File: config.mk
export PLATFORM = sky130hd
export DESIGN_NAME = wdog_two_stage
export DESIGN_NICKNAME = d
export VERILOG_FILES = /design/src/rtl/wdog_pkg.sv /design/src/rtl/wdog_ctrl.sv /design/src/rtl/wdog_datapath.sv /design/src/rtl/wdog_two_stage.sv
export SDC_FILE = /design/constraint.sdc
export NUM_CORES = 1
export LEC_CHECK = 0
export ABC_AREA = 0
export CAP_MARGIN = 20
export CELL_PAD_IN_SITES_DETAIL_PLACEMENT = 1
export CELL_PAD_IN_SITES_GLOBAL_PLACEMENT = 2
export CORE_MARGIN = 2
export CORE_UTILIZATION = 33
export CTS_BUF_LIST = sky130_fd_sc_hd__clkbuf_16
export CTS_CLUSTER_DIAMETER = 100
export DETAILED_ROUTE_END_ITERATION = 8
export HOLD_SLACK_MARGIN = 0.1
export PLACE_DENSITY_LB_ADDON = 0.08
export SYNTH_ARGS = -nofsm -noshare
export SYNTH_HDL_FRONTEND = slang
export SYNTH_SLANG_ARGS = --single-unit
File: constraint.sdc
create_clock -name clk -period 3.1 [get_ports clk]
set_input_delay 0.31 -clock clk [delete_from_list [all_inputs] [get_ports clk]]
set_output_delay 0.31 -clock clk [all_outputs]
set_load 0.02 [all_outputs]
File: src/rtl/wdog_pkg.sv
package wdog_pkg;
  // halfword register indices
  localparam int HW_RELOAD  = 0;
  localparam int HW_TIMEOUT = 1;
  localparam int HW_STAT1   = 2;
  localparam int HW_STAT2   = 3;
  localparam int HW_CTRL1   = 4;
  localparam int HW_CTRL2   = 5;
  localparam int HW_MAILBOX = 6;
  localparam int HW_MSG     = 7;
  localparam int HW_SCRATCH = 8;

  // bit positions
  localparam int S1_TIMEOUT = 0;
  localparam int S1_SOFTSMI = 1;
  localparam int S1_DOUT    = 2;
  localparam int S2_SECOND  = 0;
  localparam int S2_BOOT    = 1;
  localparam int C1_HALT    = 0;
  localparam int C1_LOCK    = 1;

  typedef struct packed {
    logic wrTimeout;
    logic wrStat1;
    logic wrStat2;
    logic wrCtrl1;
    logic wrCtrl2;
    logic wrDin;
    logic wrDout;
    logic wrMsg1;
    logic wrMsg2;
    logic wrWdcnt;
    logic wrSwIrq;
    logic rldFromTmr;
    logic rldFromBus;
    logic rldDec;
    logic rldClear;
    logic setTimeout;
    logic setSecond;
    logic setSoftSmi;
    logic setDoutInt;
  } wdogStrobes_t;
endpackage

File: src/rtl/wdog_ctrl.sv
module wdog_ctrl
  import wdog_pkg::*;
#(
  parameter int TMR_W  = 10,
  parameter int ADDR_W = 4
) (
  input  logic              clk,
  input  logic              rst,
  input  logic              wrEn,
  input  logic [ADDR_W-1:0] addr,
  input  logic [1:0]        byteEn,
  input  logic              wrHalt,
  input  logic              tick,
  input  logic              curHalt,
  input  logic [TMR_W-1:0]  tmrVal,
  input  logic [TMR_W-1:0]  cntLow,
  input  logic              spkrStrap,
  input  logic              noReboot,
  input  logic              smiEn,
  output wdogStrobes_t      stb,
  output logic              smiPulse,
  output logic              resetReq
);
  logic anyWr;
  logic tmrAbove1;
  logic newHalt;
  logic running, runNext;
  logic expCnt, expNext;
  logic smiNext, rstNext;

  assign anyWr     = wrEn && (byteEn != 2'b00);
  assign tmrAbove1 = tmrVal > TMR_W'(1);
  assign newHalt   = byteEn[0] ? wrHalt : curHalt;

  function automatic logic hit(input logic [ADDR_W-1:0] a, input int idx);
    return a == ADDR_W'(idx);
  endfunction

  always_comb begin
    stb     = '0;
    smiNext = 1'b0;
    runNext = running;
    expNext = expCnt;
    rstNext = resetReq;
    if (anyWr) begin
      stb.wrTimeout = hit(addr, HW_TIMEOUT);
      stb.wrStat1   = hit(addr, HW_STAT1);
      stb.wrStat2   = hit(addr, HW_STAT2);
      stb.wrCtrl1   = hit(addr, HW_CTRL1);
      stb.wrCtrl2   = hit(addr, HW_CTRL2);
      stb.wrMsg1    = hit(addr, HW_MSG) && byteEn[0];
      stb.wrMsg2    = hit(addr, HW_MSG) && byteEn[1];
      stb.wrWdcnt   = hit(addr, HW_SCRATCH) && byteEn[0];
      stb.wrSwIrq   = hit(addr, HW_SCRATCH) && byteEn[1];
      if (hit(addr, HW_RELOAD)) begin
        expNext = 1'b0;
        if (!curHalt && tmrAbove1) begin
          stb.rldFromTmr = 1'b1;
          runNext        = 1'b1;
        end else begin
          stb.rldFromBus = 1'b1;
        end
      end
      if (hit(addr, HW_CTRL1)) begin
        if (!newHalt && tmrAbove1) begin
          stb.rldFromTmr = 1'b1;
          runNext        = 1'b1;
        end else begin
          runNext = 1'b0;
        end
      end
      if (hit(addr, HW_MAILBOX) && byteEn[0]) begin
        stb.wrDin      = 1'b1;
        stb.setSoftSmi = 1'b1;
        smiNext        = 1'b1;
      end
      if (hit(addr, HW_MAILBOX) && byteEn[1]) begin
        stb.wrDout     = 1'b1;
        stb.setDoutInt = 1'b1;
      end
    end else if (tick && running) begin
      if (cntLow <= TMR_W'(1)) begin
        stb.setTimeout = 1'b1;
        if (expCnt) begin
          stb.setSecond = 1'b1;
          expNext       = 1'b0;
          if (!spkrStrap && !noReboot) begin
            stb.rldClear = 1'b1;
            runNext      = 1'b0;
            rstNext      = 1'b1;
          end else begin
            smiNext        = smiEn;
            stb.rldFromTmr = 1'b1;
          end
        end else begin
          expNext        = 1'b1;
          smiNext        = smiEn;
          stb.rldFromTmr = 1'b1;
        end
      end else begin
        stb.rldDec = 1'b1;
      end
    end
  end

  always_ff @(posedge clk) begin
    if (rst) begin
      running  <= 1'b0;
      expCnt   <= 1'b0;
      smiPulse <= 1'b0;
      resetReq <= 1'b0;
    end else begin
      running  <= runNext;
      expCnt   <= expNext;
      smiPulse <= smiNext;
      resetReq <= rstNext;
    end
  end

  AST_RUN_NOT_HALTED: assert property (@(posedge clk) disable iff (rst)
    running |-> !curHalt);
  AST_RESET_HOLDS: assert property (@(posedge clk) disable iff (rst)
    resetReq |=> resetReq);
  AST_RESET_STOPS: assert property (@(posedge clk) disable iff (rst)
    resetReq |-> !running);
  AST_RESET_NO_SMI: assert property (@(posedge clk) disable iff (rst)
    $rose(resetReq) |-> !smiPulse);
  AST_RESET_AFTER_TICK: assert property (@(posedge clk) disable iff (rst)
    $rose(resetReq) |-> $past(tick && !wrEn));
  AST_SMI_HAS_CAUSE: assert property (@(posedge clk) disable iff (rst)
    smiPulse |-> $past(tick || wrEn));
  AST_RELOAD_ONE_SOURCE: assert property (@(posedge clk) disable iff (rst)
    $onehot0({stb.rldFromTmr, stb.rldFromBus, stb.rldDec, stb.rldClear}));
endmodule

File: src/rtl/wdog_datapath.sv
module wdog_datapath
  import wdog_pkg::*;
#(
  parameter int          TMR_W      = 10,
  parameter int          ADDR_W     = 4,
  parameter logic [15:0] STAT1_MASK = 16'h0007,
  parameter logic [15:0] STAT2_MASK = 16'h0003,
  parameter logic [15:0] CTRL1_MASK = 16'h0003
) (
  input  logic              clk,
  input  logic              rst,
  input  wdogStrobes_t      stb,
  input  logic [ADDR_W-1:0] addr,
  input  logic [1:0]        byteEn,
  input  logic [15:0]       wrData,
  output logic [15:0]       rdData,
  output logic              curHalt,
  output logic [TMR_W-1:0]  tmrVal,
  output logic [TMR_W-1:0]  cntLow
);
  localparam logic [15:0] TMR_MASK  = 16'((32'd1 << TMR_W) - 1);
  localparam logic [15:0] LOCK_BIT  = 16'(1) << C1_LOCK;

  logic [15:0] rldQ, tmrQ, stat1Q, stat2Q, ctrl1Q, ctrl2Q;
  logic [7:0]  dinQ, doutQ, msg1Q, msg2Q, wdcntQ, swIrqQ;
  logic [15:0] set1, set2;

  function automatic logic [15:0] mergeLanes(input logic [15:0] oldV,
                                             input logic [15:0] newV,
                                             input logic [1:0]  be);
    logic [15:0] r;
    r[7:0]  = be[0] ? newV[7:0]  : oldV[7:0];
    r[15:8] = be[1] ? newV[15:8] : oldV[15:8];
    return r;
  endfunction

  always_comb begin
    set1 = '0;
    set2 = '0;
    set1[S1_TIMEOUT] = stb.setTimeout;
    set1[S1_SOFTSMI] = stb.setSoftSmi;
    set1[S1_DOUT]    = stb.setDoutInt;
    set2[S2_SECOND]  = stb.setSecond;
    set2[S2_BOOT]    = stb.setSecond;
  end

  // countdown / reload register
  always_ff @(posedge clk) begin
    if (rst) begin
      rldQ <= '0;
    end else if (stb.rldClear) begin
      rldQ <= '0;
    end else if (stb.rldFromTmr) begin
      rldQ <= tmrQ;
    end else if (stb.rldFromBus) begin
      rldQ <= mergeLanes(rldQ, wrData, byteEn);
    end else if (stb.rldDec) begin
      rldQ[TMR_W-1:0] <= rldQ[TMR_W-1:0] - TMR_W'(1);
    end
  end

  // halfword registers
  always_ff @(posedge clk) begin
    if (rst) begin
      tmrQ   <= 16'd4;
      stat1Q <= '0;
      stat2Q <= '0;
      ctrl1Q <= '0;
      ctrl2Q <= 16'h0008;
    end else begin
      if (stb.wrTimeout) tmrQ <= mergeLanes(tmrQ, wrData, byteEn) & TMR_MASK;
      if (stb.wrStat1) stat1Q <= mergeLanes(stat1Q, wrData, byteEn) & STAT1_MASK;
      else             stat1Q <= stat1Q | (set1 & STAT1_MASK);
      if (stb.wrStat2) stat2Q <= mergeLanes(stat2Q, wrData, byteEn) & STAT2_MASK;
      else             stat2Q <= stat2Q | (set2 & STAT2_MASK);
      if (stb.wrCtrl1)
        ctrl1Q <= (mergeLanes(ctrl1Q, wrData, byteEn) & CTRL1_MASK) | (ctrl1Q & LOCK_BIT);
      if (stb.wrCtrl2) ctrl2Q <= mergeLanes(ctrl2Q, wrData, byteEn);
    end
  end

  // byte registers
  always_ff @(posedge clk) begin
    if (rst) begin
      dinQ   <= '0;
      doutQ  <= '0;
      msg1Q  <= '0;
      msg2Q  <= '0;
      wdcntQ <= '0;
      swIrqQ <= 8'h03;
    end else begin
      if (stb.wrDin)   dinQ   <= wrData[7:0];
      if (stb.wrDout)  doutQ  <= wrData[15:8];
      if (stb.wrMsg1)  msg1Q  <= wrData[7:0];
      if (stb.wrMsg2)  msg2Q  <= wrData[15:8];
      if (stb.wrWdcnt) wdcntQ <= wrData[7:0];
      if (stb.wrSwIrq) swIrqQ <= wrData[15:8];
    end
  end

  always_comb begin
    case (addr)
      ADDR_W'(HW_RELOAD):  rdData = rldQ;
      ADDR_W'(HW_TIMEOUT): rdData = tmrQ;
      ADDR_W'(HW_STAT1):   rdData = stat1Q;
      ADDR_W'(HW_STAT2):   rdData = stat2Q;
      ADDR_W'(HW_CTRL1):   rdData = ctrl1Q;
      ADDR_W'(HW_CTRL2):   rdData = ctrl2Q;
      ADDR_W'(HW_MAILBOX): rdData = {doutQ, dinQ};
      ADDR_W'(HW_MSG):     rdData = {msg2Q, msg1Q};
      ADDR_W'(HW_SCRATCH): rdData = {swIrqQ, wdcntQ};
      default:             rdData = '0;
    endcase
  end

  assign curHalt = ctrl1Q[C1_HALT];
  assign tmrVal  = tmrQ[TMR_W-1:0];
  assign cntLow  = rldQ[TMR_W-1:0];

  AST_LOCK_STICKY: assert property (@(posedge clk) disable iff (rst)
    ctrl1Q[C1_LOCK] |=> ctrl1Q[C1_LOCK]);
  AST_SECOND_SETS_BOOT: assert property (@(posedge clk) disable iff (rst)
    stb.setSecond |=> stat2Q[S2_SECOND] && stat2Q[S2_BOOT]);
  AST_EXPIRY_FLAGS: assert property (@(posedge clk) disable iff (rst)
    stb.setTimeout |=> stat1Q[S1_TIMEOUT]);
endmodule

File: src/rtl/wdog_two_stage.sv
module wdog_two_stage
  import wdog_pkg::*;
#(
  parameter int          TMR_W      = 10,
  parameter int          ADDR_W     = 4,
  parameter logic [15:0] STAT1_MASK = 16'h0007,
  parameter logic [15:0] STAT2_MASK = 16'h0003,
  parameter logic [15:0] CTRL1_MASK = 16'h0003
) (
  input  logic              clk,
  input  logic              rst,
  input  logic              tick,
  input  logic              wrEn,
  input  logic [ADDR_W-1:0] addr,
  input  logic [1:0]        byteEn,
  input  logic [15:0]       wrData,
  output logic [15:0]       rdData,
  input  logic              spkrStrap,
  input  logic              noReboot,
  input  logic              smiEn,
  output logic              smiPulse,
  output logic              resetReq
);
  wdogStrobes_t     stb;
  logic             curHalt;
  logic [TMR_W-1:0] tmrVal;
  logic [TMR_W-1:0] cntLow;

  wdog_ctrl #(.TMR_W(TMR_W), .ADDR_W(ADDR_W)) i_ctrl (
    .clk(clk), .rst(rst), .wrEn(wrEn), .addr(addr), .byteEn(byteEn),
    .wrHalt(wrData[C1_HALT]), .tick(tick), .curHalt(curHalt),
    .tmrVal(tmrVal), .cntLow(cntLow), .spkrStrap(spkrStrap),
    .noReboot(noReboot), .smiEn(smiEn), .stb(stb),
    .smiPulse(smiPulse), .resetReq(resetReq)
  );

  wdog_datapath #(
    .TMR_W(TMR_W), .ADDR_W(ADDR_W), .STAT1_MASK(STAT1_MASK),
    .STAT2_MASK(STAT2_MASK), .CTRL1_MASK(CTRL1_MASK)
  ) i_datapath (
    .clk(clk), .rst(rst), .stb(stb), .addr(addr), .byteEn(byteEn),
    .wrData(wrData), .rdData(rdData), .curHalt(curHalt),
    .tmrVal(tmrVal), .cntLow(cntLow)
  );
endmodule

==> results of run 1 <==
registers in the layout, summed over array words and instances, names as in the netlist, 2 cells and up:
name,flops
i_datapath.stat1Q,3
i_datapath.doutQ,8
i_datapath.swIrqQ,8
i_datapath.msg2Q,8
i_datapath.stat2Q,2
i_datapath.rldQ,16
i_datapath.ctrl1Q,2
i_datapath.msg1Q,8
i_datapath.ctrl2Q,16
i_datapath.dinQ,8
i_datapath.tmrQ,10
i_datapath.wdcntQ,8
final timing paths:
path	cells after the start	end	slack, ns	start
setup reg to reg	7	i_datapath.rldQ[8]$_SDFFE_PP0P_	0.45	i_datapath.rldQ[0]$_SDFFE_PP0P_
hold / removal	2	i_datapath.ctrl2Q[14]$_SDFFE_PP0P_	0.46	i_datapath.ctrl2Q[14]$_SDFFE_PP0P_
setup / recovery	7	rdData[7]	0.30	addr[2]
hold reg to reg	2	i_datapath.ctrl2Q[14]$_SDFFE_PP0P_	0.46	i_datapath.ctrl2Q[14]$_SDFFE_PP0P_
cell usage after synthesis (all sizes together), types with 3 or more instances:
master,n
a21oi,94
a221oi,3
a222oi,20
a22oi,19
a31oi,3
and2,6
and3,12
buf,14
clkbuf,28
dfxtp,101
mux2i,7
nand2,183
nand2b,3
nand3,25
nand3b,5
nor2,27
nor2b,4
nor3,20
nor3b,3
nor4,5
o21ai,10
o22ai,4
o31ai,3
or3,3
worst max-delay path: cells and delay by family:
| kind | cells | cell delay (ns) |
|---|---|---|
| buf+inv | 3 | 1.26 |
| simple gates | 3 | 0.48 |
| compound gates | 1 | 0.43 |
report_power, final:
part	internal (µW)	total (µW)	switching, µW
clock	628	1170	537
sequential	1310	1330	17.4
combinational	117	302	185
total	2060	2800	739
placed cells by master (no fill, tap or decap), types with 2 or more instances in the layout:
cell             synthesis  final
nand2_1                183    183
and2_1                   5      5
nor2_2                   1      2
dfxtp_1                101    101
a21o_1                   2      2
clkdlybuf4s50_1          0     43
buf_4                    3     26
a221oi_1                 2      2
o22ai_1                  4      4
a211oi_1                 2      2
xor2_1                   2      2
or3_1                    2      2
a22oi_1                 19     19
nor2b_1                  4      4
o21ai_0                  8      8
nor4_1                   2      2
buf_12                   0      2
nand3_1                 25     25
nor2_1                  26     25
nor3b_1                  2      2
nor3_2                   3      3
mux2i_1                  7      7
ha_1                     2      2
and3_1                  12     12
nor4_4                   2      2
nand3b_1                 5      5
a32oi_1                  2      2
a31oi_1                  3      3
clkbuf_16                0      9
nor3_1                  17     17
clkinvlp_4               0      2
o31ai_1                  3      3
mux2_2                   2      2
a222oi_1                20     20
inv_6                    0      2
dlymetal6s2s_1           0      2
inv_1                    2      2
a21oi_1                 94     94
nand2b_1                 3      3
routing by layer:
layer	track usage [%]	vias up	part of all wire, %
li1	-	2309	-
met1	29.45	2385	45
met2	40.57	101	50
met3	4.167	20	3.2
met4	6.275	0	1.6
met5	0	-	0
layout make-up:
type,count,share of cell area (%)
flip-flops and latches,101,34.73
well taps,184,3.954
clock buffers,9,3.868
repair buffers,74,11.95
clock inverters,7,1.225
multi-input cells,480,44.14
inverters,2,0.1289
through the flow:
stage	worst slack, ns	power [µW]	area (µm²)	hold slack, ns
3_5_place_dp	0.1230	1661	5518	0.4475
3_3_place_gp	0.1698	1654	5518	0.4426
4_1_cts	0.1069	2824	5814	0.4575
5_1_grt	0.1172	2909	5822	0.4789
2_1_floorplan	0.9273	1526	4822	0.4311
6_report	0.2976	2797	5822	0.4583
cells by family (layout without fill, tap and decap cells):
group	count (synthesis)	count (layout)	synth area share (%)
AO/OA/AOI/OAI	167	167	21.87
XOR/XNOR	3	3	0.5450
adder cells (fa/ha/maj)	2	2	0.5189
buffers and inverters	44	92	4.826
flip-flops	101	101	41.93
multiplexers	9	9	1.920
AND/OR/NAND/NOR	299	299	28.39
==> flow_summary.yaml, run 1 <==
outcome:
  outcome: "finished, final reports clean"
clock_network:
  ctsHoldBuffers: 0
  cts_post_setup_buffers_inserted: 0
  cts.repair.resized: 0
  max-clock-path-buffers: 2
  htreeDepth: 3
  clkLatencyLatePin_ns: 0.36
  cts_root_buf: "clkbuf_16"
  cts_tree: "built"
  cts.sinks: 101
  cts_buffers: 9
  clk_pin_slew_ns: 0.07
logic_synthesis:
  yosys.area.top_type_share_pct: 41.93
  synth_edf_count: 0
  avgSynthCellArea_um2: 7.715
  synth_nets: 656
  yosysUniqueCellTypes: 53
  ys_async_sr_fraction_pct: 0
  synth_cells: 625
  synthTopCellsByArea: "dfxtp_1, nand2_1, a21oi_1"
  synth-seq-cells: 101
  syn-cell-area_mm2: 0.004822
  synth_flop_cell: "dfxtp_1"
  synth_warnings: 0
  ys_seq_area_share_pct: 41.93
  synth_area_leader_cell: "dfxtp_1"
pwr:
  ir_drop_uv: 255.5
  power_density_mw_per_mm2: 480.4
  p_leak_uw: 0.002016
floorplanning:
  fp.dieW_um: 124.9
  dieArea_mm2: 0.01560
  start_util_pct: 33.43
  rows: 44
  ios: 47
  core_mm2: 0.01442
  fp.dieH_um: 124.9
critical_path:
  crit_fanout: 14
  worstSetupEndpointType: "output port"
  arrival_ns: 2.49
  cp_slowest_cell: "clkdlybuf4s50_1"
  cp_cell_sequence: "clkdlybuf4s50_1 > nor2b_1 > and3_1 > buf_4 > a222oi_1 > nand2_1 > clkdlybuf4s50_1"
  cp_common_cell: "clkdlybuf4s50_1"
  cp-start-kind: "primary input"
  worst_path_largest_cell_delay_ns: 0.55
  path_class: "primary input to output port"
  worstPathRequired_ns: 2.79
timing:
  maxSlewHeadroom_pct: 49.66
  layout_min_cycle_time_ns: 2.802
  max_freq_mhz: 356.8
  period_share_pct: 90.40
  drv_slew: 0
  setup_viol: 0
  rsz0062_at_grt: "no"
  fin_skew_ns: 0.003861
  fin_setup_tns_ns: 0
  timing.final.hold_violations: 0
  worst_pin_slew_ns: 0.7552
detailed_routing:
  vias: 4815
  wl_um: 17820
  ant_nets: 0
  vias_per_cell: 5.618
  drtPass1Iterations: 7
  drt_iter0_drc: 384
  drcViolationCount: 0
  wl_per_cell_um: 20.79
finish:
  register_area_mm2: 0.002022
  final_cells: 857
  drive_gt1_share_pct: 8.915
  nFillCells: 1740
  nets: 699
  antennaDiodeCount: 0
  syn_to_final_growth_pct: 20.73
  final_util_pct: 40.36
  multi_input_area_mm2: 0.002570
placement:
  placedCellCount: 841
  dpl.hpwl_um: 12600
  port_buffers: 46
  finalWeightedCongestion: 0.8542
min_path:
  hp-class: "register to register"
global_route:
  grt_pass1_wl_um: 28500
  grt_pass1_vias: 5097
  overflow: 0
  grt_max_degree: 48
  antenna_found_initial: 0
  track_usage_pct: 23.22
run:
  drv_cap: 0
Power figures use the tool's default switching activity.
==> run 2, diff against run 1 <==
- SKIP_LAST_GASP: not set -> 1
==> results of run 2 <==
Same layout as run 1: the final DEF is identical, and so are final timing and power.
==> run 3, diff against run 2 <==
- ABC_CLOCK_PERIOD_IN_PS: not set -> 2300
- CORE_UTILIZATION: 33 -> 30
- PLACE_DENSITY_LB_ADDON: 0.08 -> 0.1
- clock period: 3.1 -> 2.3 ns (I/O delays scaled with it)
==> run 3 against run 2 <==
Compared with the run above:
- global-route usage is 0.20 points lower
- sequential share of layout area is 2.9 points lower
- final cell count is 11% higher
- critical endpoint is now i_datapath.rldQ[4]$_SDFFE_PP0P_
==> flow_summary.yaml, run 3 (synthesis results as in run 1) <==
critical_path:
  cp-startpoint: "byteEn[1]"
  arrival_ns: 2.45
  path_class: "primary input to register"
  reg2reg_from: "i_datapath.rldQ[0]$_SDFFE_PP0P_"
  cp-start-kind: "primary input"
  ff2ff_setup_slack_ns: 0.14
  crit_fanout: 12
  r2r-end: "i_datapath.rldQ[4]$_SDFFE_PP0P_"
  worstPathRequired_ns: 2.53
  r2r_cells: 8
  endpoint: "i_datapath.rldQ[4]$_SDFFE_PP0P_"
  worstSetupEndpointType: "register"
detailed_routing:
  vias: 5062
  wl_per_cell_um: 19.72
  drt_iter0_drc: 328
  drcViolationCount: 0
  vias_per_cell: 5.334
  ant_nets: 0
  drtPass1Iterations: 8
  wl_um: 18720
timing:
  maxSlewHeadroom_pct: 64.00
  setup_viol: 0
  period_share_pct: 96.19
  timing.final.hold_violations: 0
  fin_skew_ns: 0.003579
  max_freq_mhz: 452.0
  worst_pin_slew_ns: 0.5383
  layout_min_cycle_time_ns: 2.212
  drv_slew: 0
  rsz0062_at_grt: "yes"
min_path:
  worstHoldStart: "rst"
  whs_path_depth: 4
  hp-class: "primary input to register"
global_route:
  antenna_found_initial: 0
  overflow: 0
  track_usage_pct: 23.02
  grt_max_degree: 46
  grt_pass1_wl_um: 29490
  grt_pass1_vias: 5080
clock_network:
  ctsHoldBuffers: 0
  cts_buffers: 9
  max-clock-path-buffers: 2
  cts_root_buf: "clkbuf_16"
  clkLatencyLatePin_ns: 0.36
  cts.sinks: 101
  clk_pin_slew_ns: 0.08
  htreeDepth: 3
  cts_tree: "built"
finish:
  final_common_cell: "nand2_1"
  antennaDiodeCount: 0
  nets: 759
  final_cells: 949
  syn_to_final_growth_pct: 31.79
  drive_gt1_share_pct: 17.46
  nFillCells: 1981
  final_area_mm2: 0.006355
  reg_top3: "i_datapath.ctrl2Q: 16 flops, i_datapath.rldQ: 16 flops, i_datapath.tmrQ: 10 flops"
  mostFrequentLayoutCells: "nand2_1, dfxtp_1, a21oi_1, buf_4, clkdlybuf4s50_1"
floorplanning:
  start_util_pct: 30.58
  core_mm2: 0.01577
  fp.dieH_um: 130.8
  rows: 46
  fp.dieW_um: 130.8
  dieArea_mm2: 0.01710
  ios: 47
placement:
  finalWeightedCongestion: 0.8221
  port_buffers: 46
  dpl-instance-area_mm2: 0.006001
  dpl.hpwl_um: 14000
  placedCellCount: 932
pwr:
  power.clock.fraction_pct: 42.9
  p_seq_share_pct: 45.0
  netSwitchingFraction_pct: 26.08
  pwr-share-comb_pct: 12.1
  power_density_mw_per_mm2: 623.5
  p_leak_uw: 0.002405
  ir_drop_uv: 362.9
  power.switching_uw: 1034
  internal-power_uw: 2929
outcome:
  outcome: "finished, final reports clean"
run:
  drv_cap: 0
-- run 3: changes by cell type in the layout (fill, tap and decap cells not counted), moves of 2 or more --
cell / before / now
buf_4: 26 / 84
clkdlybuf4s15_2: 0 / 2
clkinv_4: 0 / 3
clkinvlp_4: 2 / 0
clkbuf_2: 0 / 2
buf_6: 0 / 2
dlygate4sd2_1: 0 / 11
clkdlybuf4s50_1: 43 / 28
-- run 3: routing by layer --
metal	vias to the layer above	track usage [%]	share of wire (%)	wire [µm]
met3	15	3.339	3.8	715
met2	93	34.47	44	8318
met5	-	0	0	0
met4	0	6.008	1.2	222
li1	2428	-	-	-
met1	2526	34.56	51	9461
-- run 3: power groups by stage --
| stage | Sequential, µW | Combinational, µW | Clock [µW] |
|---|---|---|---|
| finish | 1780 | 478 | 1700 |
| floorplan | 1820 | 233 | 0 |
| CTS | 1780 | 473 | 1730 |
| global placement | 1820 | 466 | 0 |
| global route | 1790 | 518 | 1810 |
| detailed placement | 1830 | 470 | 0 |
-- run 3: layout make-up --
cell class	count	area [µm²]	share of cell area [%]
Clock buffer	9	225.2	3.544
Multi-Input combinational cell	480	2600	40.91
Inverter	2	7.507	0.1181
Clock inverter	7	98.84	1.555
Tap cell	216	270.3	4.253
Timing Repair Buffer	134	1130	17.78
Sequential cell	101	2023	31.84
-- run 3: worst min-delay path by stage --
stage	end	slack, ns
2_1_floorplan	i_datapath.swIrqQ[0]$_SDFFE_PP1P_	0.35
3_3_place_gp	i_datapath.msg1Q[5]$_SDFFE_PP0P_	0.44
3_5_place_dp	i_datapath.wdcntQ[0]$_SDFFE_PP0P_	0.45
4_1_cts	i_datapath.rldQ[8]$_SDFFE_PP0P_	0.26
5_1_grt	i_datapath.rldQ[8]$_SDFFE_PP0P_	0.26
6_report	i_datapath.rldQ[0]$_SDFFE_PP0P_	0.23
-- run 3: repair_timing --
action / 4_1_cts / 5_1_grt
pin swaps: 4 / 3
endpoints found under the setup margin: 26 / 15
buffers inserted: 1 / 0
resized for setup: 26 / 10
-- run 3: per-stage QoR --
step	total power (µW)	setup WS (ns)	hold slack, ns	utilization [%]	setup TNS [ns]
5_1_grt	4120	-0.04659	0.2561	40.30	-0.06404
6_report	3963	0.08767	0.2296	40.30	0
2_1_floorplan	2057	0.1273	0.3511	-	0
3_3_place_gp	2290	-0.4264	0.4407	38.05	-9.488
3_5_place_dp	2296	-0.5150	0.4487	38.05	-11.20
4_1_cts	3984	0.006209	0.2607	40.18	0
-- run 3: worst max-delay path, cell delays in order --
cell and delay [ns]:
clkdlybuf4s50_1 0.47, o21ai_2 0.32, nor4b_1 0.12, buf_4 0.15, and2_2 0.21, or3_4 0.45
a221oi_1 0.33, o22ai_1 0.15
